==> src/rtl/uart_rx_pkg.sv <==
// Shared types for the UART receive queue: the stored character entry and
// the bit positions of the line status word.
package uart_rx_pkg;
    localparam int DATA_W = 8;

    localparam int ST_READY  = 0;
    localparam int ST_OVR    = 1;
    localparam int ST_PARITY = 2;
    localparam int ST_FRAME  = 3;
    localparam int ST_BREAK  = 4;

    typedef struct packed {
        logic              brk;
        logic              frm;
        logic              par;
        logic [DATA_W-1:0] data;
    } rx_char_t;

    localparam int ENTRY_W = $bits(rx_char_t);
endpackage

==> src/rtl/rx_fifo.sv <==
// Synchronous first-in first-out queue of WIDTH-bit entries.
// Assumes DEPTH is a power of two and at least 2. A push while full is
// accepted only when a pop happens in the same cycle. A pop while empty
// is ignored. rdata shows the head entry combinationally.
module rx_fifo #(
    parameter int WIDTH = 11,
    parameter int DEPTH = 16,
    localparam int AW   = $clog2(DEPTH),
    localparam int CW   = AW + 1
) (
    input  logic             clk,
    input  logic             rst_n,
    input  logic             push,
    input  logic [WIDTH-1:0] wdata,
    input  logic             pop,
    output logic [WIDTH-1:0] rdata,
    output logic [CW-1:0]    count,
    output logic             empty,
    output logic             full
);
    logic [WIDTH-1:0] mem [DEPTH];
    logic [AW-1:0]    wr_ptr, rd_ptr;
    logic             push_ok, pop_ok;

    assign empty   = (count == '0);
    assign full    = (count == CW'(DEPTH));
    assign pop_ok  = pop && !empty;
    assign push_ok = push && (!full || pop_ok);
    assign rdata   = mem[rd_ptr];

    // Storage write; entries need no reset.
    always_ff @(posedge clk) begin
        if (push_ok) mem[wr_ptr] <= wdata;
    end

    // Pointer and occupancy tracking.
    always_ff @(posedge clk) begin
        if (!rst_n) begin
            wr_ptr <= '0;
            rd_ptr <= '0;
            count  <= '0;
        end else begin
            if (push_ok) wr_ptr <= wr_ptr + 1'b1;
            if (pop_ok)  rd_ptr <= rd_ptr + 1'b1;
            case ({push_ok, pop_ok})
                2'b10:   count <= count + 1'b1;
                2'b01:   count <= count - 1'b1;
                default: count <= count;
            endcase
        end
    end
endmodule

==> src/rtl/rx_err_track.sv <==
// Sticky error tracking for the receive line status.
// Captures the head entry's tags once per head character: a capture marks
// the head as taken until the head changes. Keeps an overrun flag. A status
// read clears all sticky bits, but an event in the same cycle still sets
// its bit.
module rx_err_track (
    input  logic       clk,
    input  logic       rst_n,
    input  logic       head_valid,
    input  logic [2:0] head_tags,    // {break, framing, parity}
    input  logic       head_pop,
    input  logic       ovr_evt,
    input  logic       status_rd,
    output logic [2:0] err_sticky,   // {break, framing, parity}
    output logic       ovr_sticky,
    output logic       head_taken
);
    logic capture;

    assign capture = head_valid && !head_taken;

    // Mark whether the current head's tags are already in the sticky bits.
    always_ff @(posedge clk) begin
        if (!rst_n)        head_taken <= 1'b0;
        else if (head_pop) head_taken <= 1'b0;
        else if (capture)  head_taken <= 1'b1;
    end

    // Sticky tag bits: cleared by a status read, set by a capture.
    always_ff @(posedge clk) begin
        if (!rst_n) err_sticky <= '0;
        else        err_sticky <= (status_rd ? 3'b000 : err_sticky)
                                  | (capture ? head_tags : 3'b000);
    end

    // Overrun flag: cleared by a status read, set by an overrun event.
    always_ff @(posedge clk) begin
        if (!rst_n) ovr_sticky <= 1'b0;
        else        ovr_sticky <= (ovr_sticky && !status_rd) || ovr_evt;
    end
endmodule

==> src/rtl/uart_rx_lsr.sv <==
// Receive queue with line status and line status interrupt.
// Assumes rx_valid, data_rd and status_rd are single-cycle strobes.
// Each character is stored with its error tags. Tags reach the status word
// only after the character becomes the queue head. An overrun drops the
// arriving character.
module uart_rx_lsr
    import uart_rx_pkg::*;
#(
    parameter int DEPTH = 16,
    localparam int CW   = $clog2(DEPTH) + 1
) (
    input  logic              clk,
    input  logic              rst_n,
    input  logic              rx_valid,
    input  logic [DATA_W-1:0] rx_byte,
    input  logic              rx_break,
    input  logic              rx_frame_err,
    input  logic              rx_parity_err,
    input  logic              data_rd,
    input  logic              status_rd,
    input  logic              rls_int_en,
    output logic [DATA_W-1:0] data_out,
    output logic [7:0]        line_status,
    output logic              rls_irq
);
    rx_char_t          in_char, head_char;
    logic [ENTRY_W-1:0] head_raw;
    logic [CW-1:0]     fifo_count;
    logic              fifo_empty, fifo_full;
    logic              ovr_evt;
    logic [2:0]        err_sticky;
    logic              ovr_sticky, head_taken;

    // Pack the incoming character with its tags.
    always_comb begin
        in_char      = '0;
        in_char.data = rx_byte;
        in_char.brk  = rx_break;
        in_char.frm  = rx_frame_err;
        in_char.par  = rx_parity_err;
    end

    assign ovr_evt   = rx_valid && fifo_full && !data_rd;
    assign head_char = rx_char_t'(head_raw);

    rx_fifo #(.WIDTH(ENTRY_W), .DEPTH(DEPTH)) u_fifo (
        .clk   (clk),
        .rst_n (rst_n),
        .push  (rx_valid),
        .wdata (in_char),
        .pop   (data_rd),
        .rdata (head_raw),
        .count (fifo_count),
        .empty (fifo_empty),
        .full  (fifo_full)
    );

    rx_err_track u_err (
        .clk        (clk),
        .rst_n      (rst_n),
        .head_valid (!fifo_empty),
        .head_tags  ({head_char.brk, head_char.frm, head_char.par}),
        .head_pop   (data_rd && !fifo_empty),
        .ovr_evt    (ovr_evt),
        .status_rd  (status_rd),
        .err_sticky (err_sticky),
        .ovr_sticky (ovr_sticky),
        .head_taken (head_taken)
    );

    // Assemble the status word and the interrupt.
    always_comb begin
        line_status            = '0;
        line_status[ST_READY]  = !fifo_empty;
        line_status[ST_OVR]    = ovr_sticky;
        line_status[ST_PARITY] = err_sticky[0];
        line_status[ST_FRAME]  = err_sticky[1];
        line_status[ST_BREAK]  = err_sticky[2];
        data_out               = head_char.data;
        rls_irq                = rls_int_en && (ovr_sticky || (|err_sticky));
    end
endmodule

==> config.mk <==
export PLATFORM = sky130hd
export DESIGN_NAME = uart_rx_lsr
export DESIGN_NICKNAME = d
export VERILOG_FILES = /design/src/rtl/uart_rx_pkg.sv /design/src/rtl/rx_fifo.sv /design/src/rtl/rx_err_track.sv /design/src/rtl/uart_rx_lsr.sv
export SDC_FILE = /design/constraint.sdc
export NUM_CORES = 1
export LEC_CHECK = 0
export BUFFER_PORTS_ARGS = -buffer_cell sky130_fd_sc_hd__buf_4
export CAP_MARGIN = 20
export CORE_ASPECT_RATIO = 1.2
export CORE_UTILIZATION = 40
export CTS_BUF_LIST = sky130_fd_sc_hd__clkbuf_4 sky130_fd_sc_hd__clkbuf_8
export CTS_CLUSTER_SIZE = 16
export DETAILED_ROUTE_END_ITERATION = 16
export PLACE_DENSITY = 0.67
export SYNTH_ARGS = -nofsm -noshare
export SYNTH_HDL_FRONTEND = slang
export SYNTH_SLANG_ARGS = --single-unit
==> constraint.sdc <==
create_clock -name clk -period 3.56 [get_ports clk]
set_input_delay 0.534 -clock clk [delete_from_list [all_inputs] [get_ports clk]]
set_output_delay 0.534 -clock clk [all_outputs]
set_load 0.005 [all_outputs]
==> results of run 1 <==
power breakdown:
group	switching (mW)	total [mW]	internal, mW
logic	0.444	0.997	0.553
clock network	0.775	1.40	0.627
registers	0.127	2.75	2.63
metrics by stage:
stage,hold WS [ns],utilization (%)
6_report,0.355,46.4
5_1_grt,0.343,46.4
4_1_cts,0.322,46.4
3_5_place_dp,0.496,44.4
3_3_place_gp,0.479,44.4
2_1_floorplan,0.457,-
metal layers:
| metal | up-vias | GRT usage (%) | part of all wire [%] |
|---|---|---|---|
| li1 | 1674 | - | - |
| met1 | 1894 | 19.7 | 41 |
| met2 | 95 | 28.4 | 53 |
| met3 | 15 | 4.15 | 4.9 |
| met4 | 0 | 5.47 | 1.6 |
| met5 | - | 0 | 0 |
layout make-up:
type,instances,area share (%)
Timing Repair Buffer,50,4.51
Inverter,7,0.296
Multi-Input combinational cell,164,22.7
Clock buffer,17,2.64
Clock inverter,15,1.76
Tap cell,256,3.61
Sequential cell,198,64.5
cells by family (layout without fill, tap and decap cells):
logic type	after synthesis	in the layout	synth area share, %
compound gates	24	24	2.39
xor+xnor	9	9	0.997
fa+ha+maj	7	7	1.11
buf+inv	30	89	2.50
flops	198	198	72.4
mux	60	60	16.9
other cells	1	3	0.0474
simple gates	61	61	3.62
sequential cells by signal, summed over array words and instances, names as in the netlist, named ones only:
| register | count |
|---|---|
| u_fifo.mem | 176 |
| u_fifo.count | 5 |
| u_fifo.rd_ptr | 4 |
| u_fifo.wr_ptr | 4 |
| u_err.err_sticky | 3 |
| u_err.head_taken | 1 |
| u_err.ovr_sticky | 1 |
worst max-delay path: cells and delay by family (launching register included):
family | cells | cell delay, ns
buf+inv | 2 | 0.44
flops | 1 | 0.62
mux | 2 | 1.10
final timing paths:
kind,start,end,slack (ns),depth (start not counted)
max,flop,data_out[7],0.37,4
max reg2reg,u_fifo.count[3],u_fifo.count[4],1.10,8
min reg2reg,u_err.ovr_sticky,u_err.ovr_sticky,0.51,2
min,rst_n,u_err.head_taken,0.35,3
cells in the final DEF (no fill, tap or decap), types with 6 or more instances in the layout:
cell	n
a21oi_1	8
buf_4	48
clkbuf_8	17
dfxtp_1	20
edfxtp_1	176
ha_1	7
inv_1	7
mux2i_1	7
mux4_1	23
mux4_2	29
nand2_1	13
nor2_1	30
xor2_1	6
==> results.sh, run 1 <==
export IMPL_crit_type="flop to output pin"
export IMPL_synth_seq_cells=198
export IMPL_synth_warnings=0
export IMPL_cts_tree="built"
export IMPL_rsz0062_at_grt="no"
export IMPL_leakage_nw=2.89
export IMPL_core_um2=19100
export IMPL_synth_common_cells="edfxtp_1 (176), nor2_1 (30), mux4_2 (29), mux4_1 (23), dfxtp_1 (22)"
export IMPL_status="completed"
export IMPL_multi_input_area_um2=2010
export IMPL_numPortBuffers=30
export IMPL_finalNonFillerCells=707
export IMPL_netlist_instances=390
export IMPL_max_stage_delay_ns=0.62
export IMPL_wl_um=15200
export IMPL_rows=55
export IMPL_routedWlPerCell_um=21.5
export IMPL_synth_top_area_share_pct=66.8
export IMPL_slew_headroom_pct=36.1
export IMPL_crit_fanout=30
export IMPL_vias=3678
export IMPL_cts_setup_buffers=0
export IMPL_fillCellCount=1636
export IMPL_cp_cell_sequence="buf_12 -> mux4_1 -> mux4_2 -> buf_4"
export IMPL_cts_sinks=198
export IMPL_dp_cells=675
export IMPL_ys_types=35
export IMPL_grt_antenna_before_repair=0
export IMPL_powerDensity_nw_per_um2=580
export IMPL_pre_cts_ws_ns=0.821
export IMPL_drive_gt1_share_pct=27.5
export IMPL_synth_top_area_cell="edfxtp_1"
export IMPL_drt_initial_drc_count=301
export IMPL_grt_usage_pct=16.4
export IMPL_cap_violations=0
export IMPL_critPathSlowestCell="dfxtp_2"
export IMPL_ff_latch_area_um2=5730
export IMPL_cts_root_buf="clkbuf_8"
export IMPL_die_w_um=130
export IMPL_finalHoldViolCount=0
export IMPL_worst_slack_ns=0.367
export IMPL_async_flop_share_pct=0
export IMPL_diodes=0
export IMPL_slew_viol_final=0
export IMPL_area_growth_pct=12.3
export IMPL_fp_dieH_um=156
export IMPL_synth_avg_cell_area_um2=20.3
export IMPL_clk_latency_ns=0.47
export IMPL_floorplan_io_pins=34
export IMPL_critPathLaunchType="flop"
export IMPL_die_area_um2=20300
export IMPL_worstPathArrival_ns=2.66
export IMPL_start_util_pct=41.3
export IMPL_synth_area_top_cells="edfxtp_1 (67%), mux4_2 (8.3%), mux4_1 (7.6%), dfxtp_1 (5.6%), nor2_1 (1.4%)"
export IMPL_grt_max_degree=31
export IMPL_cp_end_kind="output pin"
export IMPL_synth_most_common_cell="edfxtp_1"
export IMPL_cts_max_path_buffers=2
export IMPL_peakVddDrop_uv=320
export IMPL_cts_resized=0
export IMPL_dp_hpwl_um=9330
export IMPL_min_period_ns=3.19
export IMPL_min_path_type="input port to flop"
export IMPL_grt_overflow_total=0
export IMPL_drcViolationCount=0
export IMPL_cts_buffers=17
export IMPL_setup_violations=0
export IMPL_finClkSkew_ns=0.00921
export IMPL_synth_ff_type="edfxtp_1"
export IMPL_finalCritPeriodShare_pct=89.7
export IMPL_clk_pin_slew_ns=0.09
export IMPL_viasPerCell=5.20
export IMPL_cts_hold_fix_buffers=0
export IMPL_placedInstanceArea_um2=8490
export IMPL_synthesis_area_um2=7910
export IMPL_crit_required_ns=3.03
export IMPL_synth_edf_count=176
export IMPL_fin_nets=462
export IMPL_place_congestion=0.748
export IMPL_tightest_slew_ns=0.957
export IMPL_firstDrtPassIters=4
export IMPL_grt_pass1_vias=3916
export IMPL_ant_nets=0
export IMPL_power_mw=5.15
export IMPL_final_cell_area_um2=8880
export IMPL_grt_pass1_wl_um=23100
export IMPL_htree_levels=4
export IMPL_max_freq_mhz=313
export IMPL_setup_tns_ns=0
export IMPL_synth_yosys_seq_area_share_pct=72.4
Note: power is estimated with default switching activity, not from simulation.
==> run 2, diff against run 1 <==
--- a/config.mk
+++ b/config.mk
@@ -15,4 +15,5 @@
 export PLACE_DENSITY = 0.67
 export SYNTH_ARGS = -nofsm -noshare
 export SYNTH_HDL_FRONTEND = slang
+export SYNTH_HIERARCHICAL = 1
 export SYNTH_SLANG_ARGS = --single-unit
==> run 2 against run 1 <==
- the run now ends with DRC left
- first-iteration DRC count grew 43%
- worst hold slack better by 0.0073 ns
- die area is 0.67% higher
- total power rose by 0.43%
- cell area is 0.54% lower
==> results.sh, run 2 <==
export IMPL_status="complete, but fails checks"
export IMPL_violations="DRC"
export IMPL_largest_reg_flops=176
export IMPL_worstPathArrival_ns=2.37
export IMPL_numPortBuffers=30
export IMPL_diodes=0
export IMPL_critPathSlowestCell="dfxtp_2"
export IMPL_cap_violations=0
export IMPL_hold_depth=3
export IMPL_netlist_instances=425
export IMPL_clk_pin_slew_ns=0.10
export IMPL_firstDrtPassIters=10
export IMPL_critPathLaunchType="flop"
export IMPL_power_mw=5.18
export IMPL_wl_um=15500
export IMPL_cts_max_path_buffers=2
export IMPL_crit_fanout=34
export IMPL_cts_tree="built"
export IMPL_drcViolationCount=1
export IMPL_regMostFlops="u_fifo/mem"
export IMPL_synth_warnings=6
export IMPL_cts_buffers=17
export IMPL_routedWlPerCell_um=21.2
export IMPL_grt_pass1_wl_um=23600
export IMPL_grt_antenna_before_repair=0
export IMPL_grt_pass1_vias=4097
export IMPL_synthesis_area_um2=7960
export IMPL_worst_slack_ns=0.657
export IMPL_cts_root_buf="clkbuf_8"
export IMPL_peakVddDrop_uv=260
export IMPL_fin_hold_ws_ns=0.362
export IMPL_floorplan_io_pins=34
export IMPL_synth_most_common_cell="edfxtp_1"
export IMPL_place_congestion=0.736
export IMPL_finalCritPeriodShare_pct=81.5
export IMPL_synth_ff_type="edfxtp_1"
export IMPL_powerDensity_nw_per_um2=586
export IMPL_synth_yosys_seq_area_share_pct=71.9
export IMPL_min_period_ns=2.90
export IMPL_worstPathBufferInverterCount=1
export IMPL_pre_cts_ws_ns=1.03
export IMPL_reg_largest_list="u_fifo/mem (176), u_fifo/count (5)"
export IMPL_cts_resized=0
export IMPL_crit_type="flop to output pin"
export IMPL_tightest_slew_ns=0.997
export IMPL_max_stage_delay_ns=0.99
export IMPL_final_common_cell="edfxtp_1"
export IMPL_htree_levels=4
export IMPL_fillCellCount=1648
export IMPL_clk_latency_ns=0.46
export IMPL_synth_top_area_share_pct=66.4
export IMPL_area_growth_pct=10.9
export IMPL_crit_family="flip-flops"
export IMPL_grt_usage_pct=16.5
export IMPL_min_from="status_rd"
export IMPL_synth_avg_cell_area_um2=18.7
export IMPL_async_flop_share_pct=0
export IMPL_fin_nets=483
export IMPL_ys_types=48
export IMPL_synth_common_cells="edfxtp_1 (176), mux4_2 (44), a22oi_1 (22), dfxtp_1 (22), nand2_1 (20)"
export IMPL_dp_hpwl_um=9310
export IMPL_drt_initial_drc_count=429
export IMPL_cts_hold_fix_buffers=0
export IMPL_postLayoutCoreUtil_pct=45.2
export IMPL_layout_common_cells="edfxtp_1 (176), mux4_2 (44), buf_4 (36)"
export IMPL_fp_dieH_um=157
export IMPL_grt_max_degree=35
export IMPL_core_um2=19500
export IMPL_synth_top_area_cell="edfxtp_1"
export IMPL_setup_tns_ns=0
export IMPL_setup_violations=0
export IMPL_min_path_type="input port to flop"
export IMPL_max_freq_mhz=345
export IMPL_cts_setup_buffers=0
export IMPL_slew_viol_final=0
export IMPL_cts_sinks=198
export IMPL_path_depth=4
export IMPL_viasPerCell=5.40
export IMPL_synth_seq_cells=198
export IMPL_die_area_um2=20500
export IMPL_synth_area_top_cells="edfxtp_1 (66%), mux4_2 (12%), dfxtp_1 (5.5%), a22oi_1 (2.1%), and2_1 (1.4%)"
export IMPL_slew_headroom_pct=33.5
export IMPL_ant_nets=0
export IMPL_rows=56
export IMPL_finClkSkew_ns=0.0186
export IMPL_synth_edf_count=176
export IMPL_reg2reg_depth=8
export IMPL_finalHoldViolCount=0
export IMPL_rsz0062_at_grt="no"
export IMPL_die_w_um=131
export IMPL_vias=3935
export IMPL_cp_cell_sequence="mux4_2 -> a22oi_1 -> nand2_1 -> buf_4"
export IMPL_cp_end_kind="output pin"
export IMPL_crit_required_ns=3.03
export IMPL_start_util_pct=40.7
export IMPL_drive_gt1_share_pct=26.5
export IMPL_timing_rr_start="u_fifo/count[3]"
export IMPL_leakage_nw=2.84
export IMPL_grt_overflow_total=0
## run 2: cell count changes after synthesis, sizes merged, moves of 7 or more
cell    change
nor2       -20
a21oi       -8
a22oi      +22
clkbuf      +7
o21ai       +7
and2       +18
mux4        -8
nand2       +7
## run 2: cell families after synthesis
group                    after synthesis  share of synthesized area (%)
adder cells (fa/ha/maj)                9                           1.51
other                                  1                         0.0471
flip-flops                           198                           71.9
XOR/XNOR                               4                          0.440
multiplexers                          51                           13.5
AND/OR/NAND/NOR                       84                           5.94
AO/OA/AOI/OAI                         45                           4.67
buffers and inverters                 33                           2.00
## run 2: tightest hold or removal path: stages
cell and delay [ns]:
buf_4 0.09, nand3b_1 0.10, o21ai_1 0.05
## run 2: per-layer routing
metal	share of wire, %	wire length, um	vias up	GRT usage [%]
met2	54	8290	111	27.8
met3	5.0	776	27	3.28
met5	0	0	-	0
li1	-	-	1759	-
met1	39	6040	2038	20.7
met4	2.3	352	0	6.51
## run 2: final timing paths
path                                             to  slack, ns
worst min register to register  u_err/err_sticky[0]       0.51
worst max-delay path                    data_out[6]       0.66
worst min-delay path            u_err/err_sticky[0]       0.36
worst max register to register      u_fifo/count[4]       1.02
## run 2: power by group
part,leakage (nW),switching (mW),internal (mW)
clock network,0.179,0.817,0.512
logic,0.888,0.519,0.564
registers,1.77,0.134,2.63
## run 2: cell type report
class,count,area (um^2),area share [%]
sequential,198,5730,64.9
inverter,7,26.3,0.298
clock inverter,13,140,1.59
tap,261,327,3.70
multi-input combinational,196,2080,23.6
clock buffer,17,234,2.65
timing repair buffer,37,290,3.29
## run 2: per-stage QoR
stage / std cells / area [um^2]
3_3_place_gp: 699 / 8460
5_1_grt: 729 / 8830
3_5_place_dp: 699 / 8460
6_report: 729 / 8830
2_1_floorplan: 427 / 7970
4_1_cts: 729 / 8830
